[src/rtl/pwm_pkg.sv]
// Package: shared types for the PWM channel.
// Assumes: nothing beyond IEEE 1800-2017.
package pwm_pkg;

    // Count-rate choice for the period counter
    typedef enum logic {
        TICK_EVERY_CLK = 1'b0,
        TICK_DIVIDED   = 1'b1
    } tick_sel_e;

endpackage

[src/rtl/pwm_prescaler.sv]
// Module: pwm_prescaler
// Produces a one-cycle enable pulse every DIV clocks while run_i is high.
// Assumes: DIV >= 1; the count restarts from zero whenever run_i is low,
// so the first pulse comes on the DIV-th edge after run_i rises.
module pwm_prescaler #(
    parameter int DIV = 50
) (
    input  logic clk,
    input  logic rst_n,
    input  logic run_i,
    output logic tick_o
);
    localparam int PW = (DIV > 1) ? $clog2(DIV) : 1;
    localparam logic [PW-1:0] LAST = PW'(DIV - 1);

    logic [PW-1:0] div_q;

    // Divider count: cleared when idle, wraps at DIV-1
    always_ff @(posedge clk) begin
        if (!rst_n || !run_i) begin
            div_q <= '0;
        end else if (div_q == LAST) begin
            div_q <= '0;
        end else begin
            div_q <= div_q + 1'b1;
        end
    end

    assign tick_o = run_i && (div_q == LAST);
endmodule

[src/rtl/pwm_shadow.sv]
// Module: pwm_shadow
// Holds a written value in a shadow register and copies it to the working
// register when load_i is high.
// Assumes: load_i is only asserted at a period boundary or while idle.
module pwm_shadow #(
    parameter int W = 24
) (
    input  logic         clk,
    input  logic         rst_n,
    input  logic         we_i,
    input  logic [W-1:0] wdata_i,
    input  logic         load_i,
    output logic [W-1:0] act_o
);
    logic [W-1:0] shadow_q;
    logic [W-1:0] act_q;

    // Shadow capture on every write strobe
    always_ff @(posedge clk) begin
        if (!rst_n) begin
            shadow_q <= '0;
        end else if (we_i) begin
            shadow_q <= wdata_i;
        end
    end

    // Working copy updated only on load
    always_ff @(posedge clk) begin
        if (!rst_n) begin
            act_q <= '0;
        end else if (load_i) begin
            act_q <= shadow_q;
        end
    end

    assign act_o = act_q;
endmodule

[src/rtl/pwm_counter.sv]
// Module: pwm_counter
// Period counter running 0..period-1 on ticks; flags the last count.
// Assumes: a period of 0 or 1 is treated as a single-tick period.
module pwm_counter #(
    parameter int W = 24
) (
    input  logic         clk,
    input  logic         rst_n,
    input  logic         run_i,
    input  logic         tick_i,
    input  logic [W-1:0] period_i,
    output logic         last_o,
    output logic [W-1:0] cnt_o
);
    localparam logic [W-1:0] ONE = W'(1);

    logic [W-1:0] cnt_q;

    assign last_o = (period_i <= ONE) || (cnt_q == period_i - ONE);

    // Count advance: held at zero when idle, wraps on the last count
    always_ff @(posedge clk) begin
        if (!rst_n || !run_i) begin
            cnt_q <= '0;
        end else if (tick_i) begin
            cnt_q <= last_o ? '0 : cnt_q + ONE;
        end
    end

    assign cnt_o = cnt_q;
endmodule

[src/rtl/pwm_dual_reg_top.sv]
// Module: pwm_dual_reg_top
// One PWM channel with shadowed period and duty, selectable tick rate,
// programmable polarity and a run enable.
// Assumes: pol_i and clk_sel_i are changed only while en_i is low.
module pwm_dual_reg_top #(
    parameter int CNT_W     = 24,
    parameter int SLOW_DIV  = 50
) (
    input  logic             clk,
    input  logic             rst_n,
    input  logic             en_i,
    input  logic             pol_i,
    input  logic             clk_sel_i,
    input  logic             period_we_i,
    input  logic [CNT_W-1:0] period_wdata_i,
    input  logic             duty_we_i,
    input  logic [CNT_W-1:0] duty_wdata_i,
    output logic             pwm_o
);
    import pwm_pkg::*;

    tick_sel_e        rate_sel;
    logic             slow_tick;
    logic             tick;
    logic             last_cnt;
    logic             load;
    logic [CNT_W-1:0] cnt_q;
    logic [CNT_W-1:0] period_act;
    logic [CNT_W-1:0] duty_act;
    logic             on_phase;

    assign rate_sel = tick_sel_e'(clk_sel_i);

    pwm_prescaler #(.DIV(SLOW_DIV)) presc_i (
        .clk    (clk),
        .rst_n  (rst_n),
        .run_i  (en_i),
        .tick_o (slow_tick)
    );

    // Tick source choice
    always_comb begin
        tick = (rate_sel == TICK_DIVIDED) ? slow_tick : 1'b1;
    end

    // Working registers reload at a wrap or continuously while idle
    assign load = !en_i || (tick && last_cnt);

    pwm_shadow #(.W(CNT_W)) period_reg_i (
        .clk     (clk),
        .rst_n   (rst_n),
        .we_i    (period_we_i),
        .wdata_i (period_wdata_i),
        .load_i  (load),
        .act_o   (period_act)
    );

    pwm_shadow #(.W(CNT_W)) duty_reg_i (
        .clk     (clk),
        .rst_n   (rst_n),
        .we_i    (duty_we_i),
        .wdata_i (duty_wdata_i),
        .load_i  (load),
        .act_o   (duty_act)
    );

    pwm_counter #(.W(CNT_W)) counter_i (
        .clk      (clk),
        .rst_n    (rst_n),
        .run_i    (en_i),
        .tick_i   (tick),
        .period_i (period_act),
        .last_o   (last_cnt),
        .cnt_o    (cnt_q)
    );

    // Compare stage and polarity
    always_comb begin
        on_phase = en_i && (cnt_q < duty_act);
        pwm_o    = on_phase ^ pol_i;
    end
endmodule

[config.mk]
export PLATFORM = sky130hd
export DESIGN_NAME = pwm_dual_reg_top
export DESIGN_NICKNAME = d
export VERILOG_FILES = /design/src/rtl/pwm_pkg.sv /design/src/rtl/pwm_prescaler.sv /design/src/rtl/pwm_shadow.sv /design/src/rtl/pwm_counter.sv /design/src/rtl/pwm_dual_reg_top.sv
export SDC_FILE = /design/constraint.sdc
export NUM_CORES = 1
export LEC_CHECK = 0
export ABC_AREA = 1
export BUFFER_PORTS_ARGS = -buffer_cell sky130_fd_sc_hd__buf_2
export CORE_ASPECT_RATIO = 2
export CORE_MARGIN = 5
export CORE_UTILIZATION = 54
export CTS_CLUSTER_DIAMETER = 50
export CTS_CLUSTER_SIZE = 16
export DETAILED_ROUTE_END_ITERATION = 8
export GPL_TIMING_DRIVEN = 0
export PLACE_DENSITY = 0.76
export SLEW_MARGIN = 15
export SYNTH_ARGS = -nofsm -noshare
export SYNTH_HDL_FRONTEND = slang
export SYNTH_SLANG_ARGS = --single-unit
[constraint.sdc]
create_clock -name clk -period 2.18 [get_ports clk]
set_input_delay 0.654 -clock clk [delete_from_list [all_inputs] [get_ports clk]]
set_output_delay 0.654 -clock clk [all_outputs]
set_load 0.03 [all_outputs]
==> flow_metrics.py, run 1 <==
metrics = {
    "clocking": {
        "cts_tree": "done",
        "clk_pin_slew_ps": 60,
        "cts_buffers": 17,
        "clock_path_buffers": 2,
        "cts_hold_buffers": 0,
        "cts.sinks": 126,
        "h-tree-depth": 4,
        "cts-root-buf": "clkbuf_16",
        "clk-insertion-delay-late_ps": 420,
    },
    "worst_setup_path": {
        "cp_data_arrival_time_ps": 2370,
        "worstSetupStartpointType": "flip-flop",
        "endpoint_kind": "output pin",
        "crit_required_ps": 1530,
        "crit_path_max_fanout": 6,
        "path_class": "reg2out",
    },
    "detailed_routing": {
        "firstDrtPassIters": 6,
        "drt-vias-per-instance": 5.71,
        "drt_iter0_drc": 574,
        "met1_length_um": 7670,
        "wl_met3_um": 1520,
        "drc": 0,
        "vias": 7525,
        "routed_wirelength_um": 23600,
        "ant_nets": 0,
        "dr.max_layer_used": "met4",
        "routedWlPerCell_um": 18.0,
        "met2WireLength_um": 12200,
    },
    "timing": {
        "min_period_ps": 3020,
        "setup_viol": 73,
        "hold_viol": 0,
        "final_max_slew_viol_count": 0,
        "relSlewSlack": 0.490,
        "fin_ws_ps": -841,
        "fmaxAchievable_mhz": 331,
        "rsz0062_at_grt": "yes",
        "fin_crit_sh": 1.39,
        "tightest_slew_ps": 765,
        "skew_ps": 10.2,
    },
    "logic_synthesis": {
        "synth_top_cell_by_area": "dfxtp_1",
        "synth_warnings": 0,
        "synthTopCellsByArea": "dfxtp_1 (37%), nand2_1 (15%), nor2_1 (9.1%)",
        "synth_top_area_share": 0.372,
        "synth-seq-area-share": 0.372,
        "syn-cell-area_sq_um": 6790,
        "ys_ff_latch": 126,
        "yosysUniqueCellTypes": 33,
        "avgSynthCellArea_sq_um": 6.50,
        "synthesis.nets": 1127,
        "synth_cells": 1044,
    },
    "grt": {
        "grt_pass1_wl_um": 34200,
        "grt_pass1_vias": 7214,
        "grt_usage": 0.297,
        "grt_overflow": 0,
        "antenna_found_initial": 0,
        "grt_start_max_net_pins": 17,
    },
    "place": {
        "hpwl_um": 13700,
        "post_dp_cell_area_sq_um": 7270,
        "dp_slack_ps": -671,
        "gp_congestion": 0.911,
        "io_buffers": 53,
    },
    "finish": {
        "layout-drive-gt1-share": 0.268,
        "fill_cells": 930,
        "syn2layout_area_growth_pct": 32.8,
        "postLayoutCellArea_sq_um": 9010,
        "layout.nets": 1236,
    },
    "power_and_ir_drop": {
        "powerDensity_nw_per_um2": 725,
        "finalPower_mw": 6.54,
        "p_leak_nw": 4.48,
        "peakVddDrop_mv": 0.668,
    },
    "die": {
        "pin_count": 56,
        "start_util": 0.544,
        "die_x_um": 89.3,
        "num_rows": 58,
        "die_y_um": 169,
        "die-area_sq_um": 15000,
        "coreArea_sq_um": 12500,
    },
    "run_status": {
        "outcome": "finished with violations",
        "violations": "negative setup slack",
    },
    "worst_hold_path": {
        "hold_class": "in2reg",
    },
    "flow_run": {
        "drv_cap": 0,
    },
}
## worst max-delay path: stages, from the launching register on
cell and delay [ps]:
dfxtp_1 580, ha_1 320, nand4_1 150, o221ai_1 200, a21oi_1 210, nand3_2 160
xnor2_4 180, buf_6 150
## repair_timing
action / 4_1_cts / 5_1_grt
setup buffers: 31 / 6
gates resized for setup: 178 / 98
gates cloned: 9 / 0
pin swaps: 33 / 34
setup endpoints to repair: 72 / 72
## cell usage after synthesis
cell,count
a21oi_1,19
nor2_4,1
nor2_2,6
inv_1,156
buf_2,4
o211ai_1,3
and2_1,1
nor4_1,3
a31oi_1,1
xnor2_1,10
buf_4,2
a21boi_0,1
buf_6,4
nor3_1,20
o21ai_0,54
xor2_1,20
nand4_1,15
nand3_1,93
nand2_1,265
nand2_2,3
and3_1,1
dfxtp_1,126
nor2_1,165
o21bai_1,1
buf_1,3
inv_2,1
clkbuf_1,26
nor3b_1,1
or2_2,1
nand3b_1,7
ha_1,28
o21a_1,2
o221ai_1,1
## cells by family after synthesis
logic type	Yosys count	share of synthesized area
compound gates	82	0.0638
xor+xnor	30	0.0387
fa+ha+maj	28	0.0516
buf+inv	196	0.115
flops	126	0.372
simple gates	582	0.359
## final cells by class
cell class                      instances  area (sq um)  area share
Buffer                                 36           246      0.0273
Antenna cell                            1          2.50    0.000278
Sequential cell                       126          2550       0.283
Clock inverter                         13           140      0.0155
Clock buffer                           19           443      0.0491
Timing Repair Buffer                   93           741      0.0822
Inverter                              157           599      0.0665
Tap cell                              150           188      0.0208
Multi-Input combinational cell        722          4100       0.455
## registers in the layout, indices dropped and copies added, names as in the netlist
| name | count |
|---|---|
| duty_reg_i.shadow_q | 24 |
| duty_reg_i.act_o | 24 |
| period_reg_i.shadow_q | 24 |
| counter_i.cnt_o | 24 |
| period_reg_i.act_o | 24 |
| presc_i.div_q | 6 |
## per-stage QoR
stage / utilization / std cells / hold slack, ps / TNS (ps)
2_1_floorplan: - / 1044 / 445 / -27.1
3_3_place_gp: 0.582 / 1247 / 469 / -30030
3_5_place_dp: 0.582 / 1247 / 479 / -30840
4_1_cts: 0.706 / 1319 / 453 / -9010
5_1_grt: 0.722 / 1316 / 471 / -42180
6_report: 0.722 / 1317 / 451 / -30900
## metal layers
metal / track usage / vias to the layer above
li1: - / 3471
met1: 0.296 / 3450
met2: 0.524 / 429
met3: 0.0472 / 175
met4: 0.227 / 0
met5: 0 / -
## power by group
group	internal, mW	leakage, nW	switching [mW]
clock network	1.72	0.276	1.14
logic	0.449	3.15	0.683
registers	2.44	1.05	0.110
## layout by cell type, fill, tap and decap left out, types with 18 or more instances in the layout
master and n:
ha_1 26, nand2_2 52, nor2_1 141, clkbuf_1 23, nand3_1 71, nor2_2 21
xor2_1 20, nand3_2 21, nand2_1 197, inv_1 141, nand2_4 18, buf_2 53
o21ai_0 54, dfxtp_1 107
## final timing paths
path                            depth (start not counted)                               start  slack (ps)                                    to
worst min register to register                          1         presc_i.div_q[0]$_SDFF_PP0_         490           presc_i.div_q[0]$_SDFF_PP0_
worst max-delay path                                    7    counter_i.cnt_o[12]$_SDFFE_PP0P_        -840                                 pwm_o
worst min-delay path                                    3                    duty_wdata_i[12]         450  duty_reg_i.shadow_q[12]$_SDFFE_PN0P_
worst max register to register                         21  period_reg_i.act_o[1]$_SDFFE_PN0P_        -500     duty_reg_i.act_o[12]$_SDFFE_PN0P_
Power figures use the tool's default switching activity.
==> run 2, diff against run 1 <==
--- a/config.mk
+++ b/config.mk
@@ -15,6 +15,7 @@
 export DETAILED_ROUTE_END_ITERATION = 8
 export GPL_TIMING_DRIVEN = 0
 export PLACE_DENSITY = 0.76
+export RECOVER_POWER = 100
 export SLEW_MARGIN = 15
 export SYNTH_ARGS = -nofsm -noshare
 export SYNTH_HDL_FRONTEND = slang
==> run 2 against run 1 <==
Against the previous run:
- the flow still finishes with violations (negative setup slack)
- utilization hardly changed
- clock skew stayed put
- die area stayed put
- first-iteration DRC count stayed put
- sequential power hardly changed
- design area hardly changed
- clock-buffer cell count stayed put
- clock power hardly changed
- critical path depth stayed put
- combinational power hardly changed
- critical endpoint unchanged
- largest cell class unchanged
==> flow_metrics.py, run 2 (synthesis results as in run 1) <==
metrics = {
    "grt": {
        "grt_start_max_net_pins": 17,
        "grt_usage": 0.297,
        "antenna_found_initial": 0,
        "grt_pass1_wl_um": 34200,
        "grt_pass1_vias": 7214,
        "grt_overflow": 0,
    },
    "worst_setup_path": {
        "crit_chain": "ha_1, nand4_1, o221ai_1, a21oi_1, nand3_2, xnor2_4, buf_6",
        "slowest_stage": "dfxtp_1",
        "max_stage_delay_ps": 580,
        "cp_data_arrival_time_ps": 2370,
        "reg2reg_slack_ps": -550,
        "crit_path_max_fanout": 6,
        "path_class": "reg2out",
        "worstSetupStartpointType": "flip-flop",
        "crit_required_ps": 1530,
        "endpoint_kind": "output pin",
    },
    "power_and_ir_drop": {
        "p_sw_frac": 0.296,
        "p_clk_frac": 0.437,
        "powerDensity_nw_per_um2": 726,
        "switchingPower_mw": 1.93,
        "p_leak_nw": 4.48,
        "p_int_mw": 4.60,
        "peakVddDrop_mv": 0.667,
        "p_comb_frac": 0.173,
        "power_frac_seq": 0.390,
    },
    "finish": {
        "fill_cells": 930,
        "layout.nets": 1236,
        "layout-drive-gt1-share": 0.268,
        "final_cell_mix": "nand2_1 (197), nor2_1 (141), inv_1 (141), dfxtp_1 (108), nand3_1 (71)",
        "final_cells": 1317,
        "final_util": 0.722,
        "syn2layout_area_growth_pct": 32.8,
        "final_common_cell": "nand2_1",
    },
    "timing": {
        "fin_ws_ps": -841,
        "rsz0062_at_grt": "yes",
        "relSlewSlack": 0.490,
        "holdWs_ps": 451,
        "min_period_ps": 3020,
        "setup_viol": 73,
        "hold_viol": 0,
        "fmaxAchievable_mhz": 331,
        "fin_crit_sh": 1.39,
        "skew_ps": 10.2,
        "tightest_slew_ps": 765,
        "finalSetupTns_ps": -34660,
        "final_max_slew_viol_count": 0,
    },
    "place": {
        "io_buffers": 53,
        "hpwl_um": 13700,
        "dp_slack_ps": -671,
        "placed_cells": 1247,
        "gp_congestion": 0.911,
    },
    "detailed_routing": {
        "drt_iter0_drc": 574,
        "drt-vias-per-instance": 5.71,
        "routed_wirelength_um": 23600,
        "firstDrtPassIters": 6,
        "vias": 7525,
        "routedWlPerCell_um": 18.0,
        "ant_nets": 0,
        "drc": 0,
    },
    "flow_run": {
        "drv_cap": 0,
    },
    "clocking": {
        "h-tree-depth": 4,
        "clk-insertion-delay-late_ps": 420,
        "clock_path_buffers": 2,
        "cts.sinks": 126,
        "cts_tree": "done",
        "cts_hold_buffers": 0,
        "cts-root-buf": "clkbuf_16",
        "clk_pin_slew_ps": 60,
        "cts_buffers": 17,
    },
    "die": {
        "num_rows": 58,
        "die-area_sq_um": 15000,
        "die_x_um": 89.3,
        "coreArea_sq_um": 12500,
        "die_y_um": 169,
        "pin_count": 56,
        "start_util": 0.544,
    },
    "run_status": {
        "violations": "negative setup slack",
        "outcome": "finished with violations",
    },
    "worst_hold_path": {
        "hold_class": "in2reg",
    },
}
==> run 2: cell counts in the layout (fill, tap and decap cells not counted) <==
Identical to the previous run, type by type.
==> run 2: per-stage QoR <==
step           total power [mW]  instance area [sq um]
2_1_floorplan              3.14                   6810
3_3_place_gp               3.36                   7270
3_5_place_dp               3.38                   7270
4_1_cts                    6.37                   8810
5_1_grt                    6.75                   9010
6_report                   6.54                   9010
==> run 2: final timing paths <==
| kind | to | cells past startpoint | startpoint |
|---|---|---|---|
| min | duty_reg_i.shadow_q[12]$_SDFFE_PN0P_ | 3 | duty_wdata_i[12] |
| min reg2reg | presc_i.div_q[0]$_SDFF_PP0_ | 1 | presc_i.div_q[0]$_SDFF_PP0_ |
| max | pwm_o | 7 | counter_i.cnt_o[12]$_SDFFE_PP0P_ |
| max reg2reg | duty_reg_i.act_o[12]$_SDFFE_PN0P_ | 21 | period_reg_i.act_o[0]$_SDFFE_PN0P_ |
==> run 2: timing repair <==
action                                  CTS  global route
endpoints found under the setup margin   72            72
resized for setup                       178            98
cloned                                    9             0
pin swaps                                33            34
setup buffers                            31             6
==> run 2: cell type report <==
| class | count | area, sq um | share of cell area |
|---|---|---|---|
| inverter | 157 | 599 | 0.0665 |
| clock inverter | 13 | 140 | 0.0156 |
| tap | 150 | 188 | 0.0208 |
| timing repair buffer | 93 | 741 | 0.0822 |
| buffer | 36 | 246 | 0.0274 |
| sequential | 126 | 2550 | 0.283 |
| multi-input combinational | 722 | 4100 | 0.455 |
| antenna | 1 | 2.50 | 0.000278 |
| clock buffer | 19 | 443 | 0.0492 |
==> run 2: power groups by stage <==
stage                     clock (mW)  sequential, mW  combinational, mW
after floorplan                    0            2.55              0.598
after global placement             0            2.57              0.784
after detailed placement           0            2.58              0.800
after CTS                       2.82            2.54               1.01
after global routing            2.95            2.56               1.24
final                           2.86            2.55               1.13
==> run 2: worst max-delay path: cells and delay by family, from the launching register on <==
kind | cells | cell delay (ps)
DFF | 1 | 580
AOI/OAI and AO/OA | 2 | 410
adders and majority gates | 1 | 320
and+or+nand+nor | 2 | 310
xor gates and xnor gates | 1 | 180
buffers and inverters | 1 | 150
==> run 2: metal layers <==
layer	vias up	part of all wire	GRT usage
met5	-	0	0
met4	0	0.095	0.227
met3	175	0.064	0.0472
met2	429	0.52	0.524
met1	3450	0.32	0.296
li1	3471	-	-
